File: src/rtl/cpt_pkg.sv
package cpt_pkg;
  localparam int CNT_W = 13;

  typedef struct packed {
    logic clrCnt;
    logic incCnt;
    logic capCnt;
    logic capInc;
    logic capZero;
  } ctlStrobes_t;
endpackage

File: src/rtl/cpt_datapath.sv
module cpt_datapath
  import cpt_pkg::*;
#(
  parameter int W = CNT_W
) (
  input  logic         clk,
  input  logic         rstN,
  input  ctlStrobes_t  stb,
  input  logic [W-1:0] limit,
  output logic         limitHit,
  output logic         limitZero,
  output logic [W-1:0] capture
);
  logic [W-1:0] count;
  logic [W:0]   nextWide;

  assign nextWide  = {1'b0, count} + {{W{1'b0}}, 1'b1};
  assign limitHit  = nextWide >= {1'b0, limit};
  assign limitZero = (limit == '0);

  always_ff @(posedge clk or negedge rstN) begin
    if (!rstN) begin
      count <= '0;
    end else if (stb.clrCnt) begin
      count <= '0;
    end else if (stb.incCnt) begin
      count <= nextWide[W-1:0];
    end
  end

  always_ff @(posedge clk or negedge rstN) begin
    if (!rstN) begin
      capture <= '0;
    end else if (stb.capZero) begin
      capture <= '0;
    end else if (stb.capInc) begin
      capture <= nextWide[W-1:0];
    end else if (stb.capCnt) begin
      capture <= count;
    end
  end
endmodule

File: src/rtl/cpt_control.sv
module cpt_control
  import cpt_pkg::*;
(
  input  logic        clk,
  input  logic        rstN,
  input  logic        enable,
  input  logic        chargeActive,
  input  logic        limitHit,
  input  logic        limitZero,
  input  logic        flagClrWr,
  input  logic        flagClrData,
  output ctlStrobes_t stb,
  output logic        flag,
  output logic        stopReq
);
  logic chgQual;
  logic prevChg;
  logic running;
  logic runNext;
  logic startEdge;
  logic timeoutNow;

  assign chgQual   = chargeActive & enable;
  assign startEdge = chgQual & ~prevChg;

  always_comb begin
    stb        = '0;
    runNext    = running;
    timeoutNow = 1'b0;
    if (startEdge) begin
      stb.clrCnt = 1'b1;
      if (limitZero) begin
        stb.capZero = 1'b1;
        timeoutNow  = 1'b1;
        runNext     = 1'b0;
      end else begin
        runNext = 1'b1;
      end
    end else if (running) begin
      if (!chgQual) begin
        stb.capCnt = 1'b1;
        runNext    = 1'b0;
      end else if (limitHit) begin
        stb.incCnt = 1'b1;
        stb.capInc = 1'b1;
        timeoutNow = 1'b1;
        runNext    = 1'b0;
      end else begin
        stb.incCnt = 1'b1;
      end
    end
  end

  always_ff @(posedge clk or negedge rstN) begin
    if (!rstN) begin
      prevChg <= 1'b0;
      running <= 1'b0;
      flag    <= 1'b0;
      stopReq <= 1'b0;
    end else begin
      prevChg <= chgQual;
      running <= runNext;
      if (timeoutNow) begin
        flag <= 1'b1;
      end else if (flagClrWr && flagClrData) begin
        flag <= 1'b0;
      end
      if (timeoutNow) begin
        stopReq <= 1'b1;
      end else if (!chgQual) begin
        stopReq <= 1'b0;
      end
    end
  end
endmodule

File: src/rtl/cp_charge_timer.sv
module cp_charge_timer
  import cpt_pkg::*;
#(
  parameter int W = CNT_W
) (
  input  logic         clk,
  input  logic         rstN,
  input  logic         enable,
  input  logic         chargeActive,
  input  logic [W-1:0] timeoutVal,
  input  logic         irqEn,
  input  logic         flagClrWr,
  input  logic         flagClrData,
  output logic [W-1:0] captureTime,
  output logic         timeoutFlag,
  output logic         timeoutIrq,
  output logic         stopCharge
);
  ctlStrobes_t stb;
  logic limitHit;
  logic limitZero;
  logic stopReq;

  cpt_control u_ctrl (
    .clk(clk), .rstN(rstN), .enable(enable), .chargeActive(chargeActive),
    .limitHit(limitHit), .limitZero(limitZero),
    .flagClrWr(flagClrWr), .flagClrData(flagClrData),
    .stb(stb), .flag(timeoutFlag), .stopReq(stopReq)
  );

  cpt_datapath #(.W(W)) u_dp (
    .clk(clk), .rstN(rstN), .stb(stb), .limit(timeoutVal),
    .limitHit(limitHit), .limitZero(limitZero), .capture(captureTime)
  );

  assign timeoutIrq = timeoutFlag & irqEn;
  assign stopCharge = stopReq | ~enable;
endmodule

File: config.mk
export PLATFORM = sky130hd
export DESIGN_NAME = cp_charge_timer
export DESIGN_NICKNAME = d
export VERILOG_FILES = /design/src/rtl/cpt_pkg.sv /design/src/rtl/cpt_datapath.sv /design/src/rtl/cpt_control.sv /design/src/rtl/cp_charge_timer.sv
export SDC_FILE = /design/constraint.sdc
export NUM_CORES = 1
export LEC_CHECK = 0
export BUFFER_PORTS_ARGS = -buffer_cell sky130_fd_sc_hd__buf_4
export CAP_MARGIN = 10
export CORE_MARGIN = 3
export CORE_UTILIZATION = 40
export CTS_CLUSTER_SIZE = 20
export DETAILED_ROUTE_END_ITERATION = 10
export PLACE_DENSITY = 0.69
export SLEW_MARGIN = 40
export SYNTH_ARGS = -nofsm -noshare
export SYNTH_HDL_FRONTEND = slang
export SYNTH_SLANG_ARGS = --single-unit
File: constraint.sdc
create_clock -name clk -period 7.5 [get_ports clk]
set_clock_uncertainty 0.1 [all_clocks]
set_input_delay 1.5 -clock clk [delete_from_list [all_inputs] [get_ports clk]]
set_output_delay 1.5 -clock clk [all_outputs]
set_load 0.05 [all_outputs]
# Word level (Yosys, flattened, before mapping)
# Index checks and enable logic that the tools add are counted.
[word_totals]
output_inout_bits = 16
inputBits = 20
ff_bits = 30
[op_classes]
mux = 25
add_sub_neg = 1
order_cmp = 1
n_reduce_logical = 5
eq_ne = 1
n_bitwise = 6
[op_table]
columns = ["cell", "n"]
rows = [
  ["two-way mux 13 bit", 5],
  ["two-way mux 1 bit", 18],
  ["adder 13 x 1 -> 14 bit (second input constant)", 1],
  ["greater-or-equal comparator 14 x 13 -> 1 bit", 1],
  ["logical NOT 13 bit", 1],
  ["two-way mux 3 bit", 2],
  ["nonzero test 2 bit", 2],
  ["AND 1 bit", 3],
  ["nonzero test 3 bit", 1],
  ["inequality test 2 bit (second input constant)", 1],
  ["NOT 1 bit", 2],
  ["logical AND 1 bit", 1],
  ["bitwise OR 1 bit", 1],
]

# Logic depth before layout (Yosys ltp)
# Gate-level depths: netlist of the first run.
[logic_depth]
ltp_word = 9
ltp_mapped = 16
depth_no_buf = 14

# Cells and area by module
# Synthesis of the first run repeated with hierarchy kept, for this count alone.
[hier_totals]
hier_cells = 239
hier_area_um2 = 2100.8
[by_module_without_submodules]
columns = ["module", "cells_each", "seq_area_each_um2", "instances", "area_each_um2"]
rows = [
  ["cpt_datapath", 214, 650.6, 1, 1873.0],
  ["cpt_control", 23, 100.1, 1, 215.2],
  ["cp_charge_timer", 2, 0.0, 1, 12.5],
]

# Least setup slack after synthesis of the first run
# Ideal clock, no wire load.
[synth_path]
path_kind = "register to register"
from = "reg u_dp.count[0]"
to = "reg u_dp.capture[1]"
required_time_ns = 7.304
path_stages_with_launch = 17
arrival_time_ns = 3.470
period_less_slack_ns = 3.665
n_path_buf = 2
setup_ns = 0.096
path_slack_ns = 3.835
path_cell_list = "dfrtp_1 ha_1 nand2_1 nor3_1 nand3_1 xor2_1 inv_1 ha_1 and3_4 and3_4 nor2b_4 a2111oi_4 a31o_1 buf_6 buf_12 nor2_2 a311oi_2"
[synth_between]
elab_chain_len = 8
[synth_rtl]
columns = ["element", "line_no", "text"]
rows = [
  ["from (decl)", "cpt_datapath.sv:14", "logic [W-1:0] count;"],
  ["from (signal assigned)", "cpt_datapath.sv:27", "count <= nextWide[W-1:0];"],
  ["adder 13 x 1 -> 14 bit *", "cpt_datapath.sv:17", "assign nextWide = {1'b0, count} + {{W{1'b0}}, 1'b1};"],
  ["greater-or-equal comparator 14 x 13 -> 1 bit", "cpt_datapath.sv:18", "assign limitHit = nextWide >= {1'b0, limit};"],
  ["two-way mux 1 bit", "cpt_control.sv:43", "end else if (limitHit) begin"],
  ["two-way mux 1 bit", "cpt_control.sv:40", "if (!chgQual) begin"],
  ["two-way mux 3 bit", "cpt_control.sv:39", "end else if (running) begin"],
  ["two-way mux 3 bit", "cpt_control.sv:30", "if (startEdge) begin"],
  ["two-way mux 13 bit", "cpt_datapath.sv:36", "end else if (stb.capInc) begin"],
  ["two-way mux 13 bit", "cpt_datapath.sv:34", "end else if (stb.capZero) begin"],
  ["to (signal assigned)", "cpt_datapath.sv:37", "capture <= nextWide[W-1:0];"],
  ["to (signal assigned)", "cpt_datapath.sv:39", "capture <= count;"],
  ["to (decl)", "cpt_datapath.sv:12", "output logic [W-1:0] capture"],
]
# Every way passes the cells marked *; elsewhere a longest branch is shown, timed or not.
# A chain may end at the register's enable or synchronous reset.

# Worst setup path after layout of the first run
[layout_path]
from = "reg u_dp.count[0]"
to = "reg u_dp.capture[5]"
# Same word-level chain as after synthesis.

==> impl_summary.md, run 1 <==
Synth
By area the synthesized netlist is led by dfrtp_1 (38%), ha_1 (8.8%), nand2_1 (6.8%). The most common flop cell mapped by yosys is dfrtp_1. After synthesis, flip-flops and latches occupy 37.8% of the total area. The average instance area after synthesis is 8.59 um^2.

The post-synthesis cell area is between 1500 and 2000 um^2. The number of unique standard cell types used by synthesis is 39. The number of nets handed over by synthesis was about 270. The number of instances in the synthesized netlist is between 200 and 250. The number of synthesized flops with an enable pin is 0. The cell type contributing the most total cell area after synthesis is dfrtp_1. After synthesis, the largest area contributor takes up around 38% of total cell area. The number of synthesized register bits is 30. The share of synthesized registers carrying an async set or reset is 100%. The Yosys step of the flow raised 0 warnings.

Global route
The remaining global-route overflow is 0. The initial antenna violation count is 0. The number of global-route vias before repair was 1719. The pin count of the biggest net entering global routing is 31.

The global routing usage summed across all routing layers is 18.3%. The first global-routing pass estimated 8.51 mm of wire.

Worst setup path
The biggest cell delay along the critical path is 0.73 ns. The endpoint of the lowest-slack register-to-register path is u_dp.capture[5]. The critical path launch point type is a flop. The top fanout value on the critical path is 19. The total buffers and inverters traversed by the critical path is 0.

The data required time of the critical path is about 7.6 ns. STA puts the critical path data arrival time at roughly 4.6 ns. The setup slack of the worst register-to-register path is slightly below 3 ns.

The start of the worst register-to-register path is u_dp.count[0]. The slowest stage of the critical path belongs to the cell a31o_1. For the worst flop-to-flop path, the logic depth is 13. The critical path is of the flop to flop type. The kind of cell adding the most delay to the critical path is simple AND/OR/NAND/NOR gates.

The type of element capturing the critical path is a flop. Walking the worst path, the cells encountered are ha_1, nand2_1, nor3_1, and3_1, xor2_1, ha_1, and3_4, and3_4, nor2b_4, a2111oi_4, a31o_1, o21ai_0, a211oi_1.

Outcome
The flow ran to the end, and the final reports show no timing, DRC or antenna violations.

Timing
The slew at the pin with the worst max-slew slack is 0.796 ns. Headroom to the max-slew limit came out at a little under half. The number of setup violations in the final report is 0. The share of the clock period used by the worst path is between 60% and 70%. The final max-slew violation count is 0.

In the final timing run, aggregate negative setup slack is 0 ns. The number of failing hold endpoints at the final stage came to 0. Setup repair after global routing left no endpoint under its margin. After layout, the worst setup slack is slightly below 3 ns. The post-layout minimum cycle time is 4.54 ns. Derived from the worst setup path, the maximum achievable clock frequency is about 220 MHz.

Min path
The class of the tightest hold or removal check is flop to flop. In this run the most critical hold path is launched from u_ctrl.stopReq. The endpoint of the worst hold path is u_ctrl.stopReq. Counting instances, the worst hold path has a depth of 2.

CTS
For this design, the CTS-stage hold fixing added 0 buffers. The clock root buffer master is clkbuf_8. The clock tree from TritonCTS is yes. Counting the buffers created by CTS gives 5.

The tree built by TritonCTS fans out to 30 sinks. The H-tree was split into 2 levels. The clock insertion delay at the later pin of the skew report is between 0.2 and 0.3 ns.

The clock-pin slew of the registers on the worst-case setup and hold paths is around 0.06 ns. The clock tree buffer depth is 2. Once the clock tree was built, the setup fixing pass inserted 0 buffers.

After clock tree synthesis, the repair step resized 0 gates.

Placed design
The placer congestion estimate is roughly 0.84. The wire-length estimate of the detail-placed layout is approximately 3.6 mm. The worst slack at placement is between 3 and 4 ns.

The count of input and output buffers is 35.

Floorplan
Once the floorplan was initialized, standard cells occupied approximately 43% of the core. The number of rows created at floorplan is 24. The width of the die is between 70 and 80 um. In this run the standard cell core region covers approximately 4600 um^2. The die boundary height is approximately 76 um.

The number of top-level pins is 36. The die covers between 5000 and 6000 um^2.

Route
The count of TritonRoute iterations in the first routing pass is 5. The number of antenna-violating nets in the routed design is 0. In this run, the number of DRC markers left after iteration 0 of detailed routing was ~130. The total vias in the final route is ~1.7k.

The number of remaining DRC errors is 0. The routed design has slightly above 5 mm of wire. The via-per-instance ratio is 5.32.

The routed wirelength normalized by instance count is 15.5 um.

Power
The standby leakage power is roughly 1.2 nW. Total power for the finished layout comes to around 0.37 mW. For this design the ratio of total power to cell area is between 150 and 200 nW/um^2. VDD sags by at most 0.0947 mV.

Job
The tool flagged a number of max-cap violations equal to 0.

Cells and area
The area growth from synthesis to layout is 18.8%. Of the cells placed in the final design, the portion with a size suffix greater than 1 is 19.7%. The top cell types in the final layout, fill and taps aside, are nand2_1 (36), buf_4 (35), dfrtp_1 (30). The antenna cell count is 0. The net count reported at finish is around 300. The most common library cell in the layout ignoring fill and taps is nand2_1.
[layout make-up]
class / count / area [um^2]
tap: 65 / 81.3
multi-input combinational: 169 / 1090
clock buffer: 6 / 82.6
inverter: 24 / 90.1
fill: 438 / 2210
timing repair buffer: 35 / 263
sequential: 30 / 751
[metrics by stage]
step	cell area, um^2	util [%]	hold slack, ns	std cells
3_5_place_dp	2270	49.8	0.405	323
4_1_cts	2360	51.6	0.421	329
3_3_place_gp	2270	49.8	0.385	323
2_1_floorplan	1980	-	0.355	231
6_report	2360	51.6	0.412	329
5_1_grt	2360	51.6	0.438	329
[per-layer routing]
metal | global-route usage [%] | wire [um] | vias up
met5 | 0 | 0 | -
met4 | 7.43 | 62 | 0
met3 | 5.08 | 308 | 6
met2 | 25.9 | 2320 | 54
met1 | 26.1 | 2410 | 820
li1 | - | - | 869
[how the worst max path moves through the flow]
stage / startpoint / endpoint / slack (ns) / cells after the start
detailed placement: u_dp.count[0] / u_dp.capture[5] / 3.03 / 13
floorplan: u_dp.count[0] / u_dp.capture[1] / 3.83 / 16
CTS: u_dp.count[0] / u_dp.capture[8] / 3.02 / 13
finish: u_dp.count[0] / u_dp.capture[5] / 2.96 / 13
global placement: u_dp.count[0] / u_dp.capture[8] / 3.16 / 14
global route: u_dp.count[0] / u_dp.capture[8] / 2.63 / 14
[cell usage after synthesis (2+ instances only)]
cell type  count
inv_1         23
nand4_1        3
ha_1          14
nand3_1       14
clkbuf_1       5
nand2b_1       2
dfrtp_1       30
o21ai_0       18
and2_1         2
a211oi_1       9
xnor2_1        4
nor3_1         6
a311oi_1       5
a31oi_1        2
and3_1         8
nor2_1        12
xor2_1         7
nor4_1         3
nand2_1       36
a21oi_1        8
and3_4         2
[worst min-delay path: cells and delay by family (launching register included)]
family	cells	cell delay, ns
flip-flops	1	0.35
AND/OR/NAND/NOR	2	0.13
[cell families after synthesis]
logic type	count (synthesis)	synth area share, %
compound gates	50	17.6
fa+ha+maj	14	8.83
xor+xnor	11	4.85
flops	30	37.8
simple gates	94	23.5
buf+inv	32	7.44
[sequential cells by signal, summed over array words and instances (netlist names)]
signal,flops
u_dp.count,13
u_ctrl.stopReq,1
u_dp.capture,13
u_ctrl.prevChg,1
u_ctrl.flag,1
u_ctrl.running,1
[power breakdown]
group          internal [mW]  switching [mW]  leakage, nW
clock                 0.0706          0.0590       0.0431
combinational         0.0232          0.0425        0.753
sequential             0.168         0.00612        0.403
total                  0.262           0.108         1.20
Power figures use the tool's default switching activity.
==> run 2, diff against run 1 <==
==> constraint.sdc (replaced) <==
create_clock -name clk -period 4.2 [get_ports clk]
set_clock_uncertainty 0.1 [all_clocks]
set_input_delay 0.84 -clock clk [delete_from_list [all_inputs] [get_ports clk]]
set_output_delay 0.84 -clock clk [all_outputs]
set_load 0.05 [all_outputs]
==> impl_summary.md, run 2 (synthesized netlist as in run 1, its figures left out) <==
Outcome
The run finished with clean final reports.

Route
The number of antenna-violating nets in the routed design is 0. The first TritonRoute pass finished after 4 iterations. The routed wire length is 4.93 mm. After detailed routing, the number of vias per cell comes to approximately 5.4. The routed layout has 1813 vias. The number of remaining DRC errors is 0. For this block, the initial DRC count from the detailed router was 160.

In the final routed layout, each cell accounts on average for about 15 um.

Placed design
OpenSTA, run right after detailed placement, puts the worst setup slack at 0.521 ns. The cell area after placement is 2300 um^2. The placed wire-length estimate after detailed placement is 3.65 mm.

In this run, placement finished with an instance count of roughly 330. In this run the tool buffered the top-level ports with 35 buffer cells. The placer congestion estimate is approximately 0.88.

Cells and area
The largest registers in the layout are u_dp.capture (13), u_dp.count (13). The antenna cell count is 0. From synthesis to final layout, the design area changed by 19.6%. In the final layout, the share of cells above drive strength 1 is 20.1%. In the layout the commonest cells are buf_4 (38), nand2_1 (36), dfrtp_1 (30). Once layout is done, the placed cells without fillers occupy 2370 um^2. Leaving out fill and tap cells, the most frequent cell in the layout is buf_4. At the end of the flow, the number of nets in the layout was approximately 300. The number of standard cells in the layout, taps in and fillers out is between 300 and 400. The share of the core filled with cells in the final layout is between 50% and 60%.

Floorplan
The die boundary height is 76.4 um. The floorplan has 24 rows. The initial utilization of the core area, before any placement, comes to ~43%. The width of the die is 76.4 um. For this design the top-level I/O count stands at 36. The core region is about 4600 um^2.

The die covers 5840 um^2.

CTS
The clock-pin slew of the registers on the worst-case setup and hold paths is around 0.06 ns. TritonCTS created 5 clock buffers. The clock root buffer master is clkbuf_8.

In this run, post-CTS repair resized a total of 0 instances. The clock insertion delay at the later pin of the skew report is between 0.2 and 0.3 ns. The H-tree was split into 2 levels. CTS saw 30 sinks. The clock tree from TritonCTS is yes.

The clock passes through at most 2 buffers. The post-CTS setup-driven buffer insertion count is 0. The hold buffer count at CTS is 0.

Min path
The class of the tightest hold or removal check is primary input to async pin.

Timing
The final critical-path setup slack is 0.490 ns. The final critical path takes up about nine tenths of the cycle. The final max-slew violation count was 0. Setup violations remaining at the end of the flow were counted as 0. The number of failing hold endpoints at the final stage is 0. Measured against its own limit, the worst slew margin works out to 58.8%. The clock period could shrink to approximately 3.7 ns. Derived from the worst setup path, the maximum achievable clock frequency is about 270 MHz. In the final timing run, aggregate negative setup slack is 0 ns.

Setup repair after global routing left no endpoint under its margin. For the pin with the worst max-slew slack, the measured transition is slightly above 0.6 ns.

Job
The max-capacitance violation count is 0.

Global route
The wire length of the first global-routing pass is 8.25 mm. The pin count of the biggest net entering global routing is 31. The remaining global-route overflow is 0. The global routing usage summed across all routing layers is 17.6%.

The number of global-route vias before repair came to around 1.7k. The initial antenna violation count is 0.

Power
The standby leakage power is ~1.2 nW. IR analysis of the VDD net gives a maximum drop of between 0.15 and 0.2 mV. The analysis attributes to net switching a power of approximately 0.19 mW. Power spread over the standard cell area amounts to 271 nW/um^2. In this run, the combinational gates consume between 10% and 20% of the power.

Registers are responsible for between 40% and 50% of the overall power. Per report_power, the clock group accounts for ~34% of the total. The internal power of the cells totals 0.456 mW. The proportion of total power due to net switching is between 20 and 30%.

Worst setup path
The top fanout value on the critical path is 8. The startpoint identified for the worst register-to-register timing path is u_dp.count[0]. The worst setup path is captured at a flop. The startpoint-to-endpoint class of the critical path is flop to flop. The data required time of the critical path is ~4.3 ns.

Data on the critical path arrives at its endpoint at about 3.8 ns. The worst setup path is launched from a flop. The launching instance or port of the critical path is u_dp.count[0].
run 2: changes by cell type in the layout (fill, tap and decap cells not counted), sizes merged:
cell,delta
clkbuf,+1
buf,+3
run 2: critical path, stage by stage, from the launching register on:
cell and delay [ns]:
dfrtp_1 0.44, ha_1 0.31, nand2_1 0.13, nor3_1 0.21, buf_4 0.18, nand3_1 0.09, xor2_1 0.17, inv_1 0.08
ha_1 0.29, and3_4 0.20, and3_4 0.17, nor2b_4 0.12, a2111oi_4 0.37, a31o_1 0.23, buf_4 0.17, o21ai_0 0.09
a211oi_1 0.26
run 2: power by group through the flow:
stage | registers, mW | clock network (mW) | logic, mW
after CTS | 0.311 | 0.225 | 0.118
after global placement | 0.316 | 0 | 0.115
after global routing | 0.312 | 0.241 | 0.127
final | 0.311 | 0.217 | 0.116
after detailed placement | 0.315 | 0 | 0.118
after floorplan | 0.348 | 0 | 0.0344
run 2: cell type report:
type	instances	area (um^2)
Clock buffer	7	76.3
Sequential cell	30	751
Tap cell	65	81.3
Fill cell	461	2190
Timing Repair Buffer	38	285
Multi-Input combinational cell	169	1090
Inverter	24	90.1
run 2: per-layer routing:
metal	GRT usage (%)	vias to the layer above	routed length [um]
met4	7.61	0	126
met2	26.6	66	2210
li1	-	881	-
met5	0	-	0
met1	23.6	856	2240
met3	4.61	10	357
run 2: final timing paths:
kind / to / slack (ns) / cells after the start
min in group clk: u_ctrl.stopReq / 0.39 / 2
max: u_dp.capture[5] / 0.49 / 16
max reg2reg: u_dp.capture[5] / 0.49 / 16
max in group asynchronous: u_dp.capture[3] / 3.33 / 1
min reg2reg: u_ctrl.stopReq / 0.39 / 2
min: u_dp.count[8] / 0.38 / 1
run 2: through the flow:
stage | hold slack (ns) | total power [mW]
6_report | 0.384 | 0.644
5_1_grt | 0.395 | 0.679
4_1_cts | 0.390 | 0.653
3_5_place_dp | 0.381 | 0.433
3_3_place_gp | 0.382 | 0.432
2_1_floorplan | 0.355 | 0.383
